### src/rtl/seq_pkg.sv
package seq_pkg;
   typedef enum logic [1:0] {
      PH_SRC   = 2'd0,
      PH_DST   = 2'd1,
      PH_FETCH = 2'd2,
      PH_WB    = 2'd3
   } phase_t;

   localparam int OP_LSB  = 26;
   localparam int OP_W    = 6;
   localparam int WR_BIT  = 25;
   localparam int IMM_BIT = 22;

   localparam logic [OP_W-1:0] OP_MOV = 6'd0;
   localparam logic [OP_W-1:0] OP_ADD = 6'd1;
   localparam logic [OP_W-1:0] OP_SUB = 6'd2;
   localparam logic [OP_W-1:0] OP_AND = 6'd3;
   localparam logic [OP_W-1:0] OP_OR  = 6'd4;
   localparam logic [OP_W-1:0] OP_XOR = 6'd5;
endpackage

### src/rtl/seq_alu.sv
module seq_alu
   import seq_pkg::*;
#(
   parameter int DW = 32
) (
   input  logic [OP_W-1:0] op,
   input  logic [DW-1:0]   src,
   input  logic [DW-1:0]   dst,
   output logic [DW-1:0]   res
);
   always_comb begin
      case (op)
         OP_MOV:  res = src;
         OP_ADD:  res = dst + src;
         OP_SUB:  res = dst - src;
         OP_AND:  res = dst & src;
         OP_OR:   res = dst | src;
         OP_XOR:  res = dst ^ src;
         default: res = dst;
      endcase
   end
endmodule

### src/rtl/seq_phase_ctr.sv
module seq_phase_ctr (
   input  logic       clk,
   input  logic       rst_n,
   input  logic       go,
   output logic       busy_o,
   output logic [1:0] phase_o
);
   logic       busy_q;
   logic [1:0] ph_q;

   always_ff @(posedge clk or negedge rst_n) begin
      if (!rst_n) begin
         busy_q <= 1'b0;
         ph_q   <= 2'd0;
      end else if (go) begin
         busy_q <= 1'b1;
         ph_q   <= 2'd0;
      end else if (busy_q) begin
         ph_q   <= ph_q + 2'd1;
      end
   end

   assign busy_o  = busy_q;
   assign phase_o = ph_q;
endmodule

### src/rtl/quad_phase_seq.sv
module quad_phase_seq
   import seq_pkg::*;
#(
   parameter int AW = 9,
   parameter int DW = 32
) (
   input  logic          clk,
   input  logic          rst_n,
   input  logic          start,
   input  logic [DW-1:0] start_instr,
   input  logic [DW-1:0] ram_rdata,
   output logic [AW-1:0] ram_addr,
   output logic          ram_we,
   output logic [DW-1:0] ram_wdata,
   output logic          busy_o,
   output logic [1:0]    phase_o,
   output logic [AW-1:0] pc_o
);
   localparam int S_LSB = 0;
   localparam int D_LSB = AW;
   localparam int D_MSB = 2 * AW - 1;

   generate
      if (DW < 32) begin : g_bad_dw
         $error("quad_phase_seq: DW must be at least 32");
      end
      if (AW < 1 || D_MSB >= IMM_BIT - 1) begin : g_bad_aw
         $error("quad_phase_seq: AW must leave the D field below the immediate bit");
      end
   endgenerate

   logic [DW-1:0] instr_q, nxt_q, src_q, dst_q;
   logic [AW-1:0] pc_q, pc_inc;
   logic [AW-1:0] fld_s, fld_d;
   logic          go, busy;
   logic [1:0]    ph_raw;
   phase_t        ph;
   logic [DW-1:0] alu_res;

   assign go     = start & ~busy;
   assign ph     = phase_t'(ph_raw);
   assign fld_s  = instr_q[S_LSB +: AW];
   assign fld_d  = instr_q[D_LSB +: AW];
   assign pc_inc = pc_q + AW'(1);

   seq_phase_ctr u_ctr (
      .clk     (clk),
      .rst_n   (rst_n),
      .go      (go),
      .busy_o  (busy),
      .phase_o (ph_raw)
   );

   always_ff @(posedge clk or negedge rst_n) begin
      if (!rst_n) begin
         instr_q <= '0;
         nxt_q   <= '0;
         src_q   <= '0;
         dst_q   <= '0;
         pc_q    <= '0;
      end else if (go) begin
         instr_q <= start_instr;
         pc_q    <= '0;
      end else if (busy) begin
         case (ph)
            PH_SRC:   src_q <= instr_q[IMM_BIT] ? DW'(fld_s) : ram_rdata;
            PH_DST:   dst_q <= ram_rdata;
            PH_FETCH: nxt_q <= ram_rdata;
            PH_WB: begin
               instr_q <= nxt_q;
               pc_q    <= pc_inc;
            end
            default: ;
         endcase
      end
   end

   always_comb begin
      ram_addr = '0;
      if (busy) begin
         case (ph)
            PH_SRC:   ram_addr = fld_s;
            PH_DST:   ram_addr = fld_d;
            PH_FETCH: ram_addr = pc_inc;
            PH_WB:    ram_addr = fld_d;
            default:  ram_addr = '0;
         endcase
      end
   end

   seq_alu #(.DW(DW)) u_alu (
      .op  (instr_q[OP_LSB +: OP_W]),
      .src (src_q),
      .dst (dst_q),
      .res (alu_res)
   );

   assign ram_we    = busy & (ph == PH_WB) & instr_q[WR_BIT];
   assign ram_wdata = alu_res;
   assign busy_o    = busy;
   assign phase_o   = ph_raw;
   assign pc_o      = pc_q;

   logic unused_hi;
   logic unused_rsvd;
   generate
      if (DW > 32) begin : g_wide
         assign unused_hi = ^instr_q[DW-1:32];
      end else begin : g_exact
         assign unused_hi = 1'b0;
      end
   endgenerate
   assign unused_rsvd = ^{instr_q[WR_BIT-1:IMM_BIT+1], instr_q[IMM_BIT-1:D_MSB+1], unused_hi};
endmodule

### config.mk
export PLATFORM = sky130hd
export DESIGN_NAME = quad_phase_seq
export DESIGN_NICKNAME = d
export VERILOG_FILES = /design/src/rtl/seq_pkg.sv /design/src/rtl/seq_alu.sv /design/src/rtl/seq_phase_ctr.sv /design/src/rtl/quad_phase_seq.sv
export SDC_FILE = /design/constraint.sdc
export NUM_CORES = 1
export LEC_CHECK = 0
export BUFFER_PORTS_ARGS = -buffer_cell sky130_fd_sc_hd__buf_4
export CAP_MARGIN = 5
export CELL_PAD_IN_SITES_DETAIL_PLACEMENT = 2
export CELL_PAD_IN_SITES_GLOBAL_PLACEMENT = 2
export CORE_MARGIN = 5
export CORE_UTILIZATION = 37
export CTS_BUF_LIST = sky130_fd_sc_hd__clkbuf_16
export CTS_CLUSTER_SIZE = 25
export DETAILED_ROUTE_END_ITERATION = 12
export GPL_TIMING_DRIVEN = 0
export PLACE_DENSITY = 0.81
export SYNTH_ARGS = -nofsm -noshare
export SYNTH_HDL_FRONTEND = slang
export SYNTH_SLANG_ARGS = --single-unit
### constraint.sdc
create_clock -name clk -period 5.1 [get_ports clk]
set_input_delay 0.51 -clock clk [delete_from_list [all_inputs] [get_ports clk]]
set_output_delay 0.51 -clock clk [all_outputs]
set_load 0.01 [all_outputs]
==> results.sh, run 1 <==
export IMPL_syn_avg_cell_area_um2=8.821
export IMPL_dp_hpwl_um=30940
export IMPL_worstPathArrival_ns=5.18
export IMPL_status="finished, violations left"
export IMPL_ys_types=65
export IMPL_critPathKind="register to output pin"
export IMPL_drc=0
export IMPL_cts_buffers_inserted=17
export IMPL_ys_flop_type="dfrtp_1"
export IMPL_worstPathRequired_ns=4.59
export IMPL_critPathMaxFanout=5
export IMPL_vias=11220
export IMPL_syn_num_nets=1324
export IMPL_relSlewSlack_pct=22.14
export IMPL_period_minus_slack_ns=5.686
export IMPL_cp_slowest_stage_delay_ns=0.57
export IMPL_hp_class="primary input to async pin"
export IMPL_first_global_vias=11720
export IMPL_yosysTopAreaCellShare_pct=31.47
export IMPL_drt_total_wl_um=56500
export IMPL_finalSetupViolations=21
export IMPL_start_util_pct=37.67
export IMPL_ys_seq_elements=128
export IMPL_ctsHoldBuffers=0
export IMPL_clock_skew_final_ns=0.01333
export IMPL_hold_viol_final=0
export IMPL_rows=60
export IMPL_worst_slack_ns=-0.5857
export IMPL_gp_congestion=0.8694
export IMPL_fmaxAchievable_ghz=0.1759
export IMPL_synth_edff_count=0
export IMPL_clk_pin_slew_worst_paths_ns=0.07
export IMPL_clk_latency_ns=0.46
export IMPL_die_area_mm2=0.03093
export IMPL_syn_inst=1154
export IMPL_die_w_um=175.9
export IMPL_r2r_setup_slack_ns=1.98
export IMPL_syn_cell_area_mm2=0.01018
export IMPL_fin_crit_sh_pct=111.5
export IMPL_tightest_slew_ns=1.164
export IMPL_cp_buffers_inverters=5
export IMPL_crit_path_cell_trace="or4_4 -> nor3_4 -> buf_6 -> nand3_4 -> nor4_4 -> buf_4 -> buf_4 -> a41oi_1 -> xnor2_1 -> ha_4 -> buf_6 -> nand4_1 -> nor2_1 -> nand3_1 -> o22ai_2 -> nand2b_4 -> xnor2_1 -> o211ai_1 -> buf_4"
export IMPL_syn_to_final_growth_pct=30.74
export IMPL_root_buffer="clkbuf_16"
export IMPL_drtPass1Iterations=8
export IMPL_track_usage_pct=30.26
export IMPL_grt_first_pass_wirelength_um=72030
export IMPL_yosys_warnings=0
export IMPL_overflow=0
export IMPL_worst_setup_path_start_kind="register"
export IMPL_portBuffers=114
export IMPL_diodes=0
export IMPL_critPathTopFamily="simple AND/OR/NAND/NOR gates"
export IMPL_ys_async_sr_fraction_pct=100.0
export IMPL_crit_top_cell="buf_4"
export IMPL_fp_coreArea_mm2=0.02703
export IMPL_grt_antenna_before_repair=2
export IMPL_ys_top_cells_by_count="o21ai_0 (130), dfrtp_1 (128), nand2_1 (128)"
export IMPL_yosysSeqAreaShare_pct=31.47
export IMPL_ctsHtreeMaxLevel=4
export IMPL_fin_tns_setup_ns=-5.271
export IMPL_ant_nets=0
export IMPL_cts_sinks=128
export IMPL_die_height_um=175.9
export IMPL_via_per_inst=6.610
export IMPL_slowest_stage="or4_4"
export IMPL_synth_most_common_cell="o21ai_0"
export IMPL_drive_gt1_share_pct=28.91
export IMPL_ios=121
export IMPL_initialDrtViolationCount=936
export IMPL_cp_end_kind="output pin"
export IMPL_rsz0062_at_grt="yes"
export IMPL_drv_slew=0
export IMPL_drv_cap=0
export IMPL_cts_tree="done"
export IMPL_grt_max_degree=67
export IMPL_synth_top_area_cell="dfrtp_1"
export IMPL_yosys_top_cells_area="dfrtp_1 (31%), ha_1 (13%), mux2_2 (6.4%), o21ai_0 (6.4%), nand2_1 (4.7%)"
export IMPL_num_nets_final=1514
export IMPL_cts_max_path_buffers=2
export IMPL_violations="setup timing"
export IMPL_wl_per_cell_um=33.29
-- path summary, 6_finish.rpt --
path,cells past startpoint,from,endpoint
hold / removal,1,rst_n,pc_o[4]$_DFFE_PN0P_
setup reg to reg,7,u_ctr.phase_o[0]$_DFFE_PN0P_,nxt_q[6]$_DFFE_PN0P_
hold reg to reg,2,nxt_q[0]$_DFFE_PN0P_,instr_q[0]$_DFFE_PN0P_
max in group asynchronous,2,rst_n,dst_q[16]$_DFFE_PN0P_
setup / recovery,19,src_q[5]$_DFFE_PN0P_,ram_wdata[26]
min in group clk,2,start,u_ctr.phase_o[1]$_DFFE_PN0P_
-- per-layer routing --
layer  track usage (%)  wire length [um]  up-vias
li1                  -                 -     4521
met1             37.62             21320     5718
met2             51.83             27060      663
met3             4.628              3849      315
met4             13.65              4267        0
met5                 0                 0        -
-- layout by cell type, fill, tap and decap left out, drive strengths merged, types with 4 or more instances in the layout --
cell / netlist / layout
a222oi: 14 / 14
nand2b: 30 / 30
mux2: 58 / 58
mux2i: 35 / 35
o31ai: 7 / 7
or3: 4 / 4
xor2: 19 / 19
bufinv: 0 / 4
a21oi: 56 / 56
buf: 7 / 190
o211a: 10 / 10
clkinv: 1 / 6
and2: 6 / 6
nand2: 128 / 128
o21bai: 4 / 4
and3: 11 / 11
ha: 102 / 102
nand4: 8 / 8
xnor2: 47 / 47
a21o: 15 / 15
o211ai: 11 / 11
nor4: 5 / 5
nor2: 62 / 62
a41oi: 4 / 4
a221o: 11 / 11
o21ai: 133 / 133
nor2b: 5 / 5
a221oi: 19 / 19
a31oi: 12 / 12
nand3: 14 / 14
inv: 73 / 77
clkbuf: 62 / 67
dfrtp: 128 / 128
a211oi: 16 / 16
-- what timing repair did --
item,CTS,global route
resized for setup,93,83
setup buffers,43,24
pin swaps,50,54
endpoints found under the setup margin,29,20
-- flip-flops by register name, summed over array words and instances (netlist names) --
signal	flops
instr_q	26
nxt_q	26
pc_o	9
u_ctr.phase_o	2
src_q	32
u_ctr.busy_o	1
dst_q	32
-- logic make-up (layout without fill, tap and decap cells) --
kind of cell,after synthesis,in the layout,synth area share [%]
multiplexers,93,93,9.857
AND/OR/NAND/NOR,289,289,13.75
AO/OA/AOI/OAI,332,332,21.17
adder cells (fa/ha/maj),103,103,12.73
buffers and inverters,143,345,5.273
flip-flops,128,128,31.47
XOR/XNOR,66,66,5.752
-- stage by stage --
step	hold WS, ns	util [%]	area [um2]	setup slack (ns)	cells
after detailed placement	0.4727	42.53	11490	-1.058	1610
after floorplan	0.2144	-	10180	0.6558	1154
final	0.05338	49.25	13310	-0.5857	1697
after CTS	0.09372	47.22	12760	-0.1326	1675
after global placement	0.4561	42.41	11460	-0.9984	1609
after global routing	0.1110	49.25	13310	-0.5497	1697
-- area by class of cell --
cell class	count	area [um2]
inverters	74	277.8
flip-flops and latches	128	3209
repair buffers	181	1435
clock inverters	14	205.2
multi-input cells	883	7093
clock buffers	17	425.4
plain buffers	59	236.5
well taps	341	426.7
fillers	2879	13720
Power of run 1 is not shown: default switching activity piles up to over one toggle a cycle in this logic, so the estimate is an artifact.
==> run 2, diff against run 1 <==
Settings changed: RECOVER_POWER set to 100.
==> run 2 against run 1 <==
Compared with the run above: the run ends with capacitance limit, slew limit, setup timing left; sequential cell count did not move; clock skew rose by 0.00076 ns; sequential share of layout area rose by 0.19 points; first-iteration DRC count rose by 5.4%.
==> results.sh, run 2 (synthesis gave the netlist of run 1 again) <==
export IMPL_status="finished, violations left"
export IMPL_violations="capacitance limit, slew limit, setup timing"
export IMPL_drv_slew=66
export IMPL_ctsHtreeMaxLevel=4
export IMPL_relSlewSlack_pct=-161.8
export IMPL_cp_end_kind="output pin"
export IMPL_num_nets_final=1514
export IMPL_die_w_um=175.9
export IMPL_stdcell_area_mm2=0.01320
export IMPL_clk_pin_slew_worst_paths_ns=0.07
export IMPL_cts_sinks=128
export IMPL_hp_class="primary input to register"
export IMPL_drive_gt1_share_pct=26.84
export IMPL_fin_crit_sh_pct=111.7
export IMPL_overflow=0
export IMPL_drv_cap=1
export IMPL_place_area_mm2=0.01149
export IMPL_finalSetupViolations=21
export IMPL_grt_max_degree=67
export IMPL_critPathKind="register to output pin"
export IMPL_fp_coreArea_mm2=0.02703
export IMPL_diodes=0
export IMPL_period_minus_slack_ns=5.696
export IMPL_hold_viol_final=0
export IMPL_die_height_um=175.9
export IMPL_start_util_pct=37.67
export IMPL_via_per_inst=6.626
export IMPL_tightest_slew_ns=3.928
export IMPL_worstPathArrival_ns=5.19
export IMPL_dp_hpwl_um=30940
export IMPL_gp_congestion=0.8694
export IMPL_clk_latency_ns=0.45
export IMPL_worstPathRequired_ns=4.59
export IMPL_worst_setup_path_start_kind="register"
export IMPL_clock_skew_final_ns=0.01409
export IMPL_cts_buffers_inserted=17
export IMPL_worst_r2r_cell_count=7
export IMPL_wl_per_cell_um=33.27
export IMPL_grt_first_pass_wirelength_um=72030
export IMPL_drtPass1Iterations=8
export IMPL_rows=60
export IMPL_layout_commonest_cell="buf_4"
export IMPL_ant_nets=0
export IMPL_fmaxAchievable_ghz=0.1756
export IMPL_r2r_setup_slack_ns=1.99
export IMPL_ios=121
export IMPL_critPathMaxFanout=5
export IMPL_vias=11250
export IMPL_first_global_vias=11720
export IMPL_cts_tree="done"
export IMPL_rsz0062_at_grt="yes"
export IMPL_portBuffers=114
export IMPL_final_cell_mix="buf_4 (140), nand2_1 (123), dfrtp_1 (123)"
export IMPL_track_usage_pct=30.26
export IMPL_syn_to_final_growth_pct=29.71
export IMPL_drc=0
export IMPL_initialDrtViolationCount=987
export IMPL_whs_path_depth=2
export IMPL_worst_slack_ns=-0.5957
export IMPL_top_regs="dst_q: 32 flops, src_q: 32 flops"
export IMPL_cts_max_path_buffers=2
export IMPL_drt_total_wl_um=56460
export IMPL_root_buffer="clkbuf_16"
export IMPL_die_area_mm2=0.03093
export IMPL_grt_antenna_before_repair=2
-- run 2: cell count changes in the layout (fill, tap and decap cells not counted) --
cell and delta:
clkbuf_1 +32, buf_4 -26, buf_1 -5, and2_0 +1, and2_1 -1, buf_6 -1, mux2_1 +1, mux2_2 -1
-- run 2: metrics by stage --
| step | setup TNS, ns | instances | util, % | setup WS [ns] | hold WS, ns |
|---|---|---|---|---|---|
| CTS | -0.6040 | 1675 | 47.22 | -0.1326 | 0.09372 |
| global route | -6.223 | 1697 | 48.86 | -0.5497 | 0.2829 |
| global placement | -11.90 | 1609 | 42.41 | -0.9984 | 0.4561 |
| finish | -5.368 | 1697 | 48.86 | -0.5957 | 0.2792 |
| floorplan | 0 | 1154 | - | 0.6558 | 0.2144 |
| detailed placement | -12.89 | 1610 | 42.53 | -1.058 | 0.4727 |
-- run 2: worst max-delay path, stage by stage (launching register included) --
cell and delay, ns:
dfrtp_2 0.42, or4_4 0.58, nor3_4 0.22, buf_6 0.15, nand3_4 0.15, nor4_4 0.33, buf_4 0.19, buf_4 0.12
a41oi_1 0.14, xnor2_1 0.39, ha_4 0.22, buf_6 0.14, nand4_1 0.20, nor2_1 0.23, nand3_1 0.17, o22ai_2 0.23
nand2b_4 0.18, xnor2_1 0.07, o211ai_1 0.39, buf_4 0.20
-- run 2: final timing paths --
| path | startpoint | to |
|---|---|---|
| min in group asynchronous | rst_n | pc_o[4]$_DFFE_PN0P_ |
| min | start | u_ctr.phase_o[1]$_DFFE_PN0P_ |
| max in group asynchronous | rst_n | src_q[2]$_DFFE_PN0P_ |
| max | src_q[5]$_DFFE_PN0P_ | ram_wdata[26] |
| max reg2reg | u_ctr.phase_o[0]$_DFFE_PN0P_ | nxt_q[6]$_DFFE_PN0P_ |
| min reg2reg | nxt_q[0]$_DFFE_PN0P_ | instr_q[0]$_DFFE_PN0P_ |
-- run 2: layer usage --
metal / GRT usage, % / share of wire [%] / vias up / wire length (um)
met5: 0 / 0 / - / 0
met4: 13.65 / 7.4 / 0 / 4201
met3: 4.628 / 7.2 / 315 / 4037
met2: 51.83 / 48 / 722 / 27120
met1: 37.62 / 37 / 5686 / 21090
li1: - / - / 4522 / -
-- run 2: final cells by class --
type / count / area, um2
clock inverters: 14 / 205.2
repair buffers: 181 / 1330
fillers: 2904 / 13820
flip-flops and latches: 128 / 3209
plain buffers: 59 / 236.5
clock buffers: 17 / 425.4
well taps: 341 / 426.7
inverters: 74 / 277.8
multi-input cells: 883 / 7093
-- run 2: what timing repair did --
item                                    4_1_cts  5_1_grt
endpoints found under the setup margin       29       20
gates resized for setup                      93       83
buffers inserted                             43       24
cloned                                        0        0
hold buffers                                  0        0
hold endpoints to repair                      0        0
pin swaps                                    50       54
Power of run 2 is left out for the same reason.
==> run 3, diff against run 2 <==
Settings changed: CORE_ASPECT_RATIO set to 0.5, REMOVE_ABC_BUFFERS set to 1.
==> run 3 against run 2 <==
Compared with the run above: the run still ends with capacitance limit, slew limit, setup timing left; wire length down 8.7%; clock skew decreased by 0.0040 ns; cell area shrank 2.3%; sequential share of layout area increased by 0.62 points; global-route usage decreased by 3.2 points; hold slack worse by 0.020 ns; critical path type unchanged; highest routed layer is now met5.
==> results.sh, run 3 (synthesis gave the netlist of run 1 again) <==
export IMPL_status="finished, violations left"
export IMPL_violations="capacitance limit, slew limit, setup timing"
export IMPL_num_nets_final=1454
export IMPL_clk_latency_ns=0.46
export IMPL_cts_buffers_inserted=17
export IMPL_grt_max_degree=72
export IMPL_via_per_inst=6.469
export IMPL_ctsHtreeMaxLevel=4
export IMPL_whs_path_depth=2
export IMPL_overflow=0
export IMPL_cts_sinks=128
export IMPL_cp_end_kind="output pin"
export IMPL_cp_slowest_stage_delay_ns=0.43
export IMPL_cts_tree="done"
export IMPL_die_area_mm2=0.03113
export IMPL_critPathMaxFanout=7
export IMPL_diodes=0
export IMPL_drv_slew=137
export IMPL_fin_util_pct=48.22
export IMPL_relSlewSlack_pct=-132.6
export IMPL_worst_slack_ns=-0.2852
export IMPL_die_w_um=244.6
export IMPL_rsz0062_at_grt="yes"
export IMPL_clk_pin_slew_worst_paths_ns=0.07
export IMPL_drc=0
export IMPL_worst_r2r_cell_count=5
export IMPL_cp_buffers_inverters=3
export IMPL_crit_top_cell="buf_4"
export IMPL_final_cell_mix="buf_4 (139), nand2_1 (125), dfrtp_1 (121)"
export IMPL_period_minus_slack_ns=5.385
export IMPL_fin_crit_sh_pct=105.6
export IMPL_r2r_start="u_ctr.phase_o[0]$_DFFE_PN0P_"
export IMPL_finalSetupViolations=15
export IMPL_clock_skew_final_ns=0.01010
export IMPL_hp_class="primary input to register"
export IMPL_worstPathArrival_ns=4.88
export IMPL_syn_to_final_growth_pct=26.70
export IMPL_critPathKind="register to output pin"
export IMPL_drv_cap=4
export IMPL_r2r_setup_slack_ns=1.04
export IMPL_die_height_um=127.3
export IMPL_min_from="start"
export IMPL_drtPass1Iterations=8
export IMPL_gp_congestion=0.8969
export IMPL_worstPathRequired_ns=4.59
export IMPL_drive_gt1_share_pct=26.45
export IMPL_grt_first_pass_wirelength_um=66230
export IMPL_fmaxAchievable_ghz=0.1857
export IMPL_start_util_pct=38.06
export IMPL_top_regs="dst_q: 32 flops, src_q: 32 flops"
export IMPL_portBuffers=114
export IMPL_layout_commonest_cell="buf_4"
export IMPL_worst_setup_path_start_kind="register"
export IMPL_grt_antenna_before_repair=3
export IMPL_rows=42
export IMPL_track_usage_pct=27.09
export IMPL_reg2reg_to="src_q[29]$_DFFE_PN0P_"
export IMPL_drt_total_wl_um=51540
export IMPL_initialDrtViolationCount=971
export IMPL_hold_ws_ns=0.2595
export IMPL_hold_end="u_ctr.phase_o[1]$_DFFE_PN0P_"
export IMPL_critPathTopFamily="compound AO/OA/AOI/OAI gates"
export IMPL_root_buffer="clkbuf_16"
export IMPL_ios=121
export IMPL_first_global_vias=11190
export IMPL_tightest_slew_ns=3.489
export IMPL_post_place_ws_ns=-0.5509
export IMPL_vias=10670
export IMPL_ant_nets=0
export IMPL_cts_max_path_buffers=2
export IMPL_crit_path_cell_trace="or3_4 -> nor2_4 -> nand2_2 -> or2_4 -> buf_6 -> buf_4 -> o21ai_1 -> xnor2_1 -> ha_2 -> nand2_1 -> o21ai_0 -> a221o_1 -> a21oi_2 -> o22ai_2 -> a31oi_2 -> xor2_1 -> o211ai_1 -> buf_4"
export IMPL_slowest_stage="or3_4"
export IMPL_wl_per_cell_um=31.26
export IMPL_hold_viol_final=0
export IMPL_fp_coreArea_mm2=0.02675
export IMPL_dp_hpwl_um=28210
[run 3: area by class of cell]
cell class | count | area (um2)
flip-flops and latches | 128 | 3214
clock buffers | 17 | 425.4
multi-input cells | 883 | 7012
clock inverters | 15 | 142.6
repair buffers | 180 | 1385
inverters | 74 | 277.8
fillers | 2784 | 13850
well taps | 352 | 440.4
[run 3: worst max path at each step]
| stage | from | end | slack (ns) | depth (start not counted) |
|---|---|---|---|---|
| 4_1_cts | src_q[4]$_DFFE_PN0P_ | ram_wdata[28] | -0.11 | 15 |
| 6_report | instr_q[29]$_DFFE_PN0P_ | ram_wdata[30] | -0.29 | 18 |
| 5_1_grt | instr_q[29]$_DFFE_PN0P_ | ram_wdata[30] | -0.37 | 18 |
| 2_1_floorplan | instr_q[28]$_DFFE_PN0P_ | ram_wdata[15] | 0.22 | 14 |
| 3_5_place_dp | src_q[2]$_DFFE_PN0P_ | ram_wdata[27] | -0.55 | 16 |
| 3_3_place_gp | instr_q[28]$_DFFE_PN0P_ | ram_wdata[28] | -1.42 | 15 |
[run 3: worst reg2reg max path, stage by stage (launching register included)]
cell	delay, ns
dfrtp_1	0.65
inv_1	0.21
ha_1	0.27
nand2_1	0.91
clkbuf_1	1.31
o21ai_0	0.46
[run 3: timing repair]
action / 4_1_cts / 5_1_grt
gates resized for setup: 60 / 77
hold buffers: 0 / 0
buffers inserted: 25 / 30
setup endpoints to repair: 24 / 17
pin swaps: 23 / 49
[run 3: through the flow]
| step | cells | instance area [um2] | setup TNS [ns] |
|---|---|---|---|
| after global routing | 1649 | 12900 | -3.620 |
| after floorplan | 1085 | 9921 | 0 |
| after detailed placement | 1560 | 11440 | -2.852 |
| after global placement | 1551 | 11220 | -25.67 |
| final | 1649 | 12900 | -2.444 |
| after CTS | 1617 | 12440 | -0.5023 |
[run 3: metal layers]
metal  global-route usage (%)  wire, um
met1                    35.05     21290
met2                    47.16     24820
met3                    4.257      3286
met4                    8.306      2133
met5                        0        11
Power of run 3 is left out for the same reason.
